<file path="src/rtl/dxc_pkg.sv">
// Package: shared types for the DMA transfer channel.
// Assumes: the mode encoding below is the one software programs.
package dxc_pkg;

    typedef enum logic [1:0] {
        MD_SINGLE    = 2'd0,
        MD_LOOP      = 2'd1,
        MD_PINGPONG  = 2'd2,
        MD_PP_SINGLE = 2'd3
    } dxc_mode_e;

endpackage

</file>
<file path="src/rtl/dxc_trigger.sv">
// Module: dxc_trigger
// Picks one request line through a select index and produces a one-cycle
// pulse on each rising edge of that line or of the software force input.
// Assumes: select values at or above NUM_SRC address unconnected (zero) lines.
module dxc_trigger #(
    parameter int NUM_SRC = 19,
    parameter int SRC_W   = 5
) (
    input  logic               clk,
    input  logic               rst_n,
    input  logic [SRC_W-1:0]   sel,
    input  logic [NUM_SRC-1:0] req_vec,
    input  logic               sw_force,
    output logic               trig
);
    localparam int PAD_N = 1 << SRC_W;

    logic [PAD_N-1:0] padded;
    logic             sel_req;
    logic             req_q;
    logic             frc_q;

    // Pad the request vector so that every select code maps to a line.
    generate
        for (genvar g = 0; g < PAD_N; g++) begin : g_pad
            if (g < NUM_SRC) begin : g_live
                assign padded[g] = req_vec[g];
            end else begin : g_dead
                assign padded[g] = 1'b0;
            end
        end
    endgenerate

    // Select the chosen request line.
    always_comb sel_req = padded[sel];

    // Remember the previous levels for edge detection.
    always_ff @(posedge clk) begin
        if (!rst_n) begin
            req_q <= 1'b0;
            frc_q <= 1'b0;
        end else begin
            req_q <= sel_req;
            frc_q <= sw_force;
        end
    end

    // Rising edge of either source is a trigger.
    always_comb trig = (sel_req & ~req_q) | (sw_force & ~frc_q);

endmodule

</file>
<file path="src/rtl/dxc_block_ctr.sv">
// Module: dxc_block_ctr
// Counts elements inside a block of last_n+1 elements and flags the element
// that completes the block and the element that reaches the half point.
// Assumes: last_n is stable while a block is in progress.
module dxc_block_ctr #(
    parameter int CNT_W = 10
) (
    input  logic             clk,
    input  logic             rst_n,
    input  logic             clear,
    input  logic             step,
    input  logic [CNT_W-1:0] last_n,
    output logic             done,
    output logic             half_hit
);
    logic [CNT_W-1:0] cnt;
    logic [CNT_W:0]   half_len;
    logic [CNT_W:0]   next_cnt;

    // Half length is floor((last_n+1)/2); next_cnt is the count after this step.
    always_comb begin
        half_len = ({1'b0, last_n} + {{CNT_W{1'b0}}, 1'b1}) >> 1;
        next_cnt = {1'b0, cnt} + {{CNT_W{1'b0}}, 1'b1};
    end

    // Flag the completing element and the half-point element.
    always_comb begin
        done     = step && (cnt == last_n);
        half_hit = step && (half_len != '0) && (next_cnt == half_len);
    end

    // Element counter, cleared at block end or on request.
    always_ff @(posedge clk) begin
        if (!rst_n) begin
            cnt <= '0;
        end else if (clear) begin
            cnt <= '0;
        end else if (step) begin
            cnt <= done ? '0 : next_cnt[CNT_W-1:0];
        end
    end

endmodule

</file>
<file path="src/rtl/dxc_addr_gen.sv">
// Module: dxc_addr_gen
// Holds the RAM byte address of the next element. It loads a start address,
// reloads one at block end, or post-increments by the element size.
// Assumes: ADDR_W is at least 3.
module dxc_addr_gen #(
    parameter int ADDR_W = 12
) (
    input  logic              clk,
    input  logic              rst_n,
    input  logic              load,
    input  logic [ADDR_W-1:0] load_addr,
    input  logic              step,
    input  logic              wrap,
    input  logic [ADDR_W-1:0] wrap_addr,
    input  logic              byte_sz,
    input  logic              post_inc,
    output logic [ADDR_W-1:0] eff_addr,
    output logic              lane_hi
);
    logic [ADDR_W-1:0] addr;
    logic [ADDR_W-1:0] stride;

    // Stride is 1 for bytes and 2 for words.
    always_comb stride = {{(ADDR_W-2){1'b0}}, ~byte_sz, byte_sz};

    // Address register update.
    always_ff @(posedge clk) begin
        if (!rst_n) begin
            addr <= '0;
        end else if (load) begin
            addr <= load_addr;
        end else if (step) begin
            if (wrap) begin
                addr <= wrap_addr;
            end else if (post_inc) begin
                addr <= addr + stride;
            end
        end
    end

    // Word accesses use an even address; byte accesses keep bit 0 as the lane.
    always_comb begin
        eff_addr = byte_sz ? addr : {addr[ADDR_W-1:1], 1'b0};
        lane_hi  = addr[0];
    end

endmodule

</file>
<file path="src/rtl/dxc_lane_steer.sv">
// Module: dxc_lane_steer
// Steers data between the 16-bit peripheral register and the RAM byte lanes
// for byte or word elements.
// Assumes: peripheral byte data sits in bits 7:0.
module dxc_lane_steer (
    input  logic        byte_sz,
    input  logic        lane_hi,
    input  logic [15:0] periph_rdata,
    input  logic [15:0] ram_rdata,
    output logic [1:0]  be,
    output logic [15:0] ram_wdata,
    output logic [15:0] periph_wdata
);
    // Lane enables and data placement by element size.
    always_comb begin
        if (byte_sz) begin
            be           = lane_hi ? 2'b10 : 2'b01;
            ram_wdata    = {periph_rdata[7:0], periph_rdata[7:0]};
            periph_wdata = {8'h00, lane_hi ? ram_rdata[15:8] : ram_rdata[7:0]};
        end else begin
            be           = 2'b11;
            ram_wdata    = periph_rdata;
            periph_wdata = ram_rdata;
        end
    end

endmodule

</file>
<file path="src/rtl/dma_xfer_chan.sv">
// Module: dma_xfer_chan (top)
// One DMA channel: moves one element per trigger between a peripheral
// register and a dual-port RAM, and sequences blocks in one-shot,
// continuous or ping-pong fashion with full- or half-block interrupts.
// Assumes: configuration inputs other than cfg_en change only while the
// channel is disabled; both data ports return read data in the strobe cycle.
module dma_xfer_chan #(
    parameter int NUM_SRC = 19,
    parameter int ADDR_W  = 12,
    parameter int CNT_W   = 10,
    localparam int SRC_W  = $clog2(NUM_SRC)
) (
    input  logic               clk,
    input  logic               rst_n,
    input  logic               cfg_en,
    input  logic               cfg_dir,
    input  logic               cfg_byte,
    input  logic               cfg_incr,
    input  logic [1:0]         cfg_mode,
    input  logic               cfg_half,
    input  logic [SRC_W-1:0]   cfg_src_sel,
    input  logic [CNT_W-1:0]   cfg_count,
    input  logic [ADDR_W-1:0]  cfg_start_a,
    input  logic [ADDR_W-1:0]  cfg_start_b,
    input  logic [NUM_SRC-1:0] req_vec,
    input  logic               sw_force,
    output logic [ADDR_W-1:0]  ram_addr,
    output logic               ram_we,
    output logic               ram_re,
    output logic [1:0]         ram_be,
    output logic [15:0]        ram_wdata,
    input  logic [15:0]        ram_rdata,
    output logic               periph_re,
    output logic               periph_we,
    output logic [15:0]        periph_wdata,
    input  logic [15:0]        periph_rdata,
    output logic               irq,
    output logic               armed,
    output logic               pp_last_alt
);
    import dxc_pkg::*;

    dxc_mode_e         mode;
    logic              trig;
    logic              en_q;
    logic              en_rise;
    logic              pend;
    logic              xfer;
    logic              done;
    logic              half_hit;
    logic              is_pp;
    logic              stop_now;
    logic              buf_sec;
    logic              ctr_clear;
    logic              lane_hi;
    logic [1:0]        be_raw;
    logic [ADDR_W-1:0] wrap_addr;

    // Decode the mode field and the block-end policy.
    always_comb begin
        mode      = dxc_mode_e'(cfg_mode);
        is_pp     = (mode == MD_PINGPONG) || (mode == MD_PP_SINGLE);
        stop_now  = (mode == MD_SINGLE) || ((mode == MD_PP_SINGLE) && buf_sec);
        wrap_addr = (is_pp && !buf_sec) ? cfg_start_b : cfg_start_a;
        en_rise   = cfg_en & ~en_q;
        xfer      = pend & armed & cfg_en;
        ctr_clear = en_rise | ~cfg_en;
    end

    dxc_trigger #(.NUM_SRC(NUM_SRC), .SRC_W(SRC_W)) u_trig (
        .clk      (clk),
        .rst_n    (rst_n),
        .sel      (cfg_src_sel),
        .req_vec  (req_vec),
        .sw_force (sw_force),
        .trig     (trig)
    );

    dxc_block_ctr #(.CNT_W(CNT_W)) u_ctr (
        .clk      (clk),
        .rst_n    (rst_n),
        .clear    (ctr_clear),
        .step     (xfer),
        .last_n   (cfg_count),
        .done     (done),
        .half_hit (half_hit)
    );

    dxc_addr_gen #(.ADDR_W(ADDR_W)) u_addr (
        .clk       (clk),
        .rst_n     (rst_n),
        .load      (en_rise),
        .load_addr (cfg_start_a),
        .step      (xfer),
        .wrap      (done),
        .wrap_addr (wrap_addr),
        .byte_sz   (cfg_byte),
        .post_inc  (cfg_incr),
        .eff_addr  (ram_addr),
        .lane_hi   (lane_hi)
    );

    dxc_lane_steer u_lane (
        .byte_sz      (cfg_byte),
        .lane_hi      (lane_hi),
        .periph_rdata (periph_rdata),
        .ram_rdata    (ram_rdata),
        .be           (be_raw),
        .ram_wdata    (ram_wdata),
        .periph_wdata (periph_wdata)
    );

    // Enable history, pending transfer and arm state.
    always_ff @(posedge clk) begin
        if (!rst_n) begin
            en_q  <= 1'b0;
            pend  <= 1'b0;
            armed <= 1'b0;
        end else begin
            en_q <= cfg_en;
            pend <= cfg_en & armed & trig;
            if (!cfg_en) begin
                armed <= 1'b0;
            end else if (en_rise) begin
                armed <= 1'b1;
            end else if (xfer && done && stop_now) begin
                armed <= 1'b0;
            end
        end
    end

    // Ping-pong buffer tracking and completion status.
    always_ff @(posedge clk) begin
        if (!rst_n) begin
            buf_sec     <= 1'b0;
            pp_last_alt <= 1'b0;
        end else if (en_rise) begin
            buf_sec     <= 1'b0;
            pp_last_alt <= 1'b0;
        end else if (xfer && done && is_pp) begin
            buf_sec     <= ~buf_sec;
            pp_last_alt <= buf_sec;
        end
    end

    // Interrupt pulse at block end or at half point.
    always_ff @(posedge clk) begin
        if (!rst_n) begin
            irq <= 1'b0;
        end else begin
            irq <= xfer & (cfg_half ? half_hit : done);
        end
    end

    // Port strobes for the active transfer cycle.
    always_comb begin
        ram_we    = xfer & ~cfg_dir;
        periph_re = xfer & ~cfg_dir;
        ram_re    = xfer & cfg_dir;
        periph_we = xfer & cfg_dir;
        ram_be    = xfer ? be_raw : 2'b00;
    end

endmodule

</file>
<file path="config.mk">
export PLATFORM = sky130hd
export DESIGN_NAME = dma_xfer_chan
export DESIGN_NICKNAME = d
export VERILOG_FILES = /design/src/rtl/dxc_pkg.sv /design/src/rtl/dxc_trigger.sv /design/src/rtl/dxc_block_ctr.sv /design/src/rtl/dxc_addr_gen.sv /design/src/rtl/dxc_lane_steer.sv /design/src/rtl/dma_xfer_chan.sv
export SDC_FILE = /design/constraint.sdc
export NUM_CORES = 1
export LEC_CHECK = 0
export CAP_MARGIN = 20
export CORE_MARGIN = 5
export CORE_UTILIZATION = 45
export DETAILED_ROUTE_END_ITERATION = 8
export PLACE_DENSITY = 0.88
export SLEW_MARGIN = 20
export SYNTH_ARGS = -nofsm -noshare
export SYNTH_HDL_FRONTEND = slang
export SYNTH_HIERARCHICAL = 1
export SYNTH_SLANG_ARGS = --single-unit
</file>
<file path="constraint.sdc">
create_clock -name clk -period 5.85 [get_ports clk]
set_input_delay 0.585 -clock clk [delete_from_list [all_inputs] [get_ports clk]]
set_output_delay 0.585 -clock clk [all_outputs]
set_load 0.01 [all_outputs]
</file>
======== Word level (Yosys, flattened, before mapping) ========
Index checks and enable logic that the tools add are counted.
storage, ports and cells
  output and inout bits ................... 53
  flip-flop bits (word level) ............. 30
cells by class
  order comparisons ....................... 1
  eq/ne operators ......................... 4
  reduce and logical (&&, ||, !) cells .... 20
  add/subtract/negate cells ............... 3
  bitwise operators ....................... 20
  muxes and demuxes ....................... 18
operator list
  kind                                                 number
  2-to-1 mux 12 bit                                    5
  2-to-1 mux 16 bit                                    2
  adder 10 x 1 -> 11 bit (second input constant)       2
  adder 12 x 2 -> 12 bit                               1
  equality test 11 x 10 -> 1 bit                       1
  nonzero test 11 bit                                  1
  AND 1 bit                                            10
  equality test 10 bit                                 1
  2-to-1 mux 10 bit                                    1
  logical AND 1 bit                                    8
  2-to-1 mux 8 bit                                     1
  inverter 1 bit                                       8
  < comparator 5 x 6 -> 1 bit (second input constant)  1
  2-to-1 mux 2 bit                                     3
  binary-select mux 1 bit (select 5 bit)               1
  2-to-1 mux 1 bit                                     5
  equality test 2 bit (second input constant)          2
  AND reduction 2 bit                                  2
  nonzero test 2 bit                                   2
  OR reduction 2 bit                                   2
  nonzero test 3 bit                                   1
  logical NOT 2 bit                                    1
  logical OR 1 bit                                     2
  bitwise OR 1 bit                                     2
  logical NOT 1 bit                                    1

======== Depth between registers and ports, before layout ========
  depth in word-level cells ............... 7
  mapped depth ............................ 11
  gate-level depth less buffers ........... 9

======== By module ========
Netlist, hierarchy kept.
by module, submodules not included
  module          area an instance (um2)  sequential area each (um2)  cells each  instances
  dxc_block_ctr   1129.8                  200.2                       146         1
  dxc_addr_gen    908.4                   240.2                       120         1
  dma_xfer_chan   461.7                   120.1                       46          1
  dxc_lane_steer  372.9                   0.0                         36          1
  dxc_trigger     274.0                   40.0                        24          1

======== Least setup slack after synthesis ========
No wires, ideal clock.
  path kind ............................... input port to flip-flop
  from .................................... input cfg_count[2]
  to ...................................... register u_addr.addr[2]
  stages on the path ...................... 11
  path slack .............................. 3.201 ns
  buffers on the path ..................... 4
  library setup time ...................... 0.117 ns
  required time ........................... 5.733 ns
  data arrival time ....................... 2.532 ns
  cell sequence ........................... buf_2 > xnor2_1 > nand4_1 > nor3_1 > clkbuf_1 > clkbuf_1 > clkbuf_1 > nor2_1 > o21ai_0 > o211ai_1 > o211a_1
between the ends
  cells in the longest elaborated chain, start to end .. 5
  elaborated cells on any way between the ends .. 7
  classes of those cells .................. eq/ne: 1; mux: 3; reduce/logical: 3
RTL lines
  item                    RTL line             text
  start, declared         dma_xfer_chan.sv:22  input logic [CNT_W-1:0] cfg_count,
  equality test 10 bit *  dxc_block_ctr.sv:28  done = step && (cnt == last_n);
  logical AND 1 bit *     dxc_block_ctr.sv:28
  via done                dma_xfer_chan.sv:49  logic done;
  2-to-1 mux 12 bit       dxc_addr_gen.sv:33   if (wrap) begin
  2-to-1 mux 12 bit       dxc_addr_gen.sv:32   end else if (step) begin
  2-to-1 mux 12 bit       dxc_addr_gen.sv:30   end else if (load) begin
  end signal, assigned    dxc_addr_gen.sv:31   addr <= load_addr;
  end signal, assigned    dxc_addr_gen.sv:34   addr <= wrap_addr;
  end signal, assigned    dxc_addr_gen.sv:36   addr <= addr + stride;
  end, declared           dxc_addr_gen.sv:20   logic [ADDR_W-1:0] addr;
Mark *: on every way through the listed nets, which the timed path passes. The rest lies on a longest branch. The select of a mux whose other input is x is not followed.
A chain may end at the register's enable or synchronous reset.

======== Worst setup path in the final report ========
  from .................................... input cfg_en
  to ...................................... register u_addr.addr[7]
between the ends
  cells in the longest elaborated chain, start to end .. 5
  elaborated cells on any way between the ends .. 9
  classes of those cells .................. mux: 3; bitwise: 2; reduce/logical: 4
RTL lines
  item                 RTL line             text
  start, declared      dma_xfer_chan.sv:15  input logic cfg_en,
  AND 1 bit *          dma_xfer_chan.sv:66  xfer = pend & armed & cfg_en;
  logical AND 1 bit *  dxc_block_ctr.sv:28
  via done             dma_xfer_chan.sv:49
  2-to-1 mux 12 bit    dxc_addr_gen.sv:33
  2-to-1 mux 12 bit    dxc_addr_gen.sv:32
  2-to-1 mux 12 bit    dxc_addr_gen.sv:30
Marks and branches as above.

==> flow_summary.toml <==
[power]
swShare_pct = 26.6
share_clk_of_total_power_pct = 30.8
combinationalPowerShare_pct = 34.5
power.density_cell_area_mw_per_mm2 = 137
leakagePower_nw = 1.62
power_frac_seq_pct = 34.7
power_uw = 639
p_switching_uw = 170
internal_power_uw = 469
worst_ir_drop_vdd_uv = 105

[cells_and_area]
antennaDiodeCount = 0
design_area_mm2 = 0.00468
drive_above_1_share_pct = 12.6
fraction_of_the_core_area_covered_by_cells_at_the_end_of_the_flow_pct = 68.9
num-nets-final = 603
area_growth_syn_to_layout_pct = 48.7
final_cells = 595
filler_cell_count = 525

[timing]
report.final.hold_viol_count = 0
setup_repair_after_global_routing_missed_its_margin = "no"
post-route-min-period_ns = 3.42
fin_worst_hold_slack_ns = 0.478
setup_total_negative_slack_ns = 0
max_freq_ghz = 0.292
worst_pin_slew_ns = 0.958
fin_ws_ns = 2.43
final-max-slew-violation-count = 0
tcrit_tclk_final_pct = 58.5
max-slew-margin-rel_pct = 36.2
setup_viol_count_final = 0
finalClockSkew_ns = 0.00485

[clocking]
cts_max_path_buffers = 2
clk_transition_reported_paths_ns = 0.07
ctsHoldBuffers = 0
ctsResizeCount = 0
tritoncts = "yes"
insertion_delay_ns = 0.28
cts.sink_count = 30
cts_inserted_buffers = 5
htree_num_levels = 2
root_buffer = "clkbuf_8"
cts.repair_timing.setup_buffer_count = 0

[setup_path]
crit_path_start = "cfg_en"
cpLargestDelayFamily = "simple AND/OR/NAND/NOR gates"
cp.depth = 9
path_max_fanout = 35
path_cells = "clkdlybuf4s50_1 > and3_1 > nand4_1 > nor3_2 > buf_4 > o21ai_1 > nor3_1 > nand2_1 > o2bb2ai_1"
worst-setup-path-type = "input pin to flop"
cp.buffers_inverters = 2
worst_setup_path_end_kind = "flop"
crit_path_max_incr_delay_ns = 0.80
r2r_setup_slack_ns = 2.89
timing.critical_path.arrival_ns = 3.64
critPathCapture = "u_addr/addr[7]"
worst_r2r_endpoint = "u_addr/addr[7]"
path_depth_of_the_worst_reg2reg_path = 8
critical_path_required_ns = 6.06
worst_path_max_delay_cell = "and3_1"
critPathLaunchType = "input pin"
r2r_start = "armed"

[global_routing]
largest_net_degree_at_the_start_of_global_routing = 36
initial_antenna_violation_count = 0
grt.overflow.total = 0
grt_pass1_wl_mm = 16.0
overall_global_routing_usage_pct = 22.2
vias_in_the_first_global_route = 3398

[placement]
dp_hpwl_mm = 7.62
placed_cells_incl_taps = 587
routabilityCongestion = 0.874
place.port_buffers = 152
detailed_place.area_mm2 = 0.00457
place_ws_ns = 2.17

[routing]
routed-via-count = 3320
drt-vias-per-instance = 5.58
remaining_drc_errors = 0
firstDrtPassIters = 5
ant_nets = 0
wl_per_cell_um = 16.5
route.final.wire_length_mm = 9.80
drtIter0Drc = 183

[synthesis]
synth_top_cells_by_area = "dfxtp_1 19%, xnor2_1 8.1%, mux2_2 7.5%, mux2_4 4.3%, o21ai_0 4.0%"
async_reset_ff_share_pct = 0
synth_warnings = 6
synth_cells = 372
synth_top_area_share_pct = 19.1
postSynth.topFlopCell = "dfxtp_1"
most_common_library_cells_after_synthesis = "30 x dfxtp_1, 30 x nand2_1, 29 x xnor2_1"
synth_top_cell_by_area = "dfxtp_1"
yosys_register_bits = 30
syn_avg_cell_area_um2 = 8.46
synth_edf_count = 0
yosys.cell_types.count = 70
synth-seq-area-share_pct = 19.1
postSynthNetCount = 477
syn_area_mm2 = 0.00315

[die]
placementRows = 30
initial_utilization_pct = 46.3
floorplan.die.width_um = 93.6
floorplan.die_area_mm2 = 0.00877
floorplan.die.height_um = 93.6
io_pins = 153
coreArea_mm2 = 0.00679

[run_status]
result_of_the_run = "finished clean"

[worst_hold_path]
hold_path_class = "flop to flop"
hold_path_depth = 2
hold_path_startpoint = "pp_last_alt"

[job]
drv.max_cap_violation_count = 0
## cells in the final DEF, fill, tap and decap left out, drive strengths merged, types with 2 or more instances in the layout
cell type / count
a21oi: 23
o31ai: 3
and2: 5
nand3b: 10
o21ai: 27
clkdlybuf4s50: 152
nand2b: 9
or3b: 4
mux2: 31
clkbuf: 8
nand3: 14
or4: 4
nand2: 32
or3: 5
and3: 13
a31oi: 5
nor2b: 9
xnor2: 30
dfxtp: 30
ha: 4
mux4: 3
nor3: 3
inv: 8
nand4: 6
a211o: 2
mux2i: 6
nor4: 3
o211ai: 4
xor2: 8
nor2: 10
a21boi: 5
o21a: 3
## sequential cells by signal, summed over array words and instances (netlist names)
register,cells
en_q,1
u_ctr/cnt,10
pend,1
buf_sec,1
pp_last_alt,1
armed,1
u_trig/frc_q,1
u_trig/req_q,1
irq,1
u_addr/addr,12
## layout make-up
cell class                      instances  area, µm²  share of cell area, %
Sequential cell                        30        601                   12.8
Inverter                                8       30.0                  0.642
Tap cell                               96        120                   2.57
Timing Repair Buffer                  153       1530                   32.7
Clock buffer                            8        110                   2.35
Multi-Input combinational cell        300       2290                   48.9
## worst min-delay path by stage
stage	endpoint	slack, ns
2_1_floorplan	armed	0.47
3_3_place_gp	pp_last_alt	0.46
3_5_place_dp	pp_last_alt	0.46
4_1_cts	pp_last_alt	0.48
5_1_grt	pp_last_alt	0.50
6_report	pp_last_alt	0.48
## worst register-to-register path: stages, from the launching register on
cell and delay [ns]:
dfxtp_1 0.36, and3_1 0.80, nand4_1 0.20, nor3_2 0.16, buf_4 0.33, o21ai_1 0.30, nor3_1 0.48, nand2_1 0.10
o2bb2ai_1 0.16
## logic make-up (layout without fill, tap and decap cells)
family                   Yosys count  after routing  synth area share (%)
AND/OR/NAND/NOR                  133            133                  25.5
AO/OA/AOI/OAI                     84             84                  17.2
buffers and inverters             42            169                  8.31
multiplexers                      40             40                  16.6
XOR/XNOR                          38             38                  11.1
flip-flops                        30             30                  19.1
adder cells (fa/ha/maj)            5              5                  2.23
## power groups by stage
stage / sequential [mW] / clock [mW] / combinational, mW
after CTS: 0.221 / 0.199 / 0.221
final: 0.222 / 0.197 / 0.220
after detailed placement: 0.226 / 0 / 0.219
after global placement: 0.226 / 0 / 0.214
after floorplan: 0.226 / 0 / 0.0993
after global routing: 0.223 / 0.209 / 0.237
## layer usage
layer  track usage [%]  vias up  routed length (µm)
met4              7.82        0                 252
li1                  -     1586                   -
met1              26.7     1541                3820
met5                 0        -                   0
met3              4.42       24                 820
met2              38.9      169                4910
(Power assumes the default switching activity.)
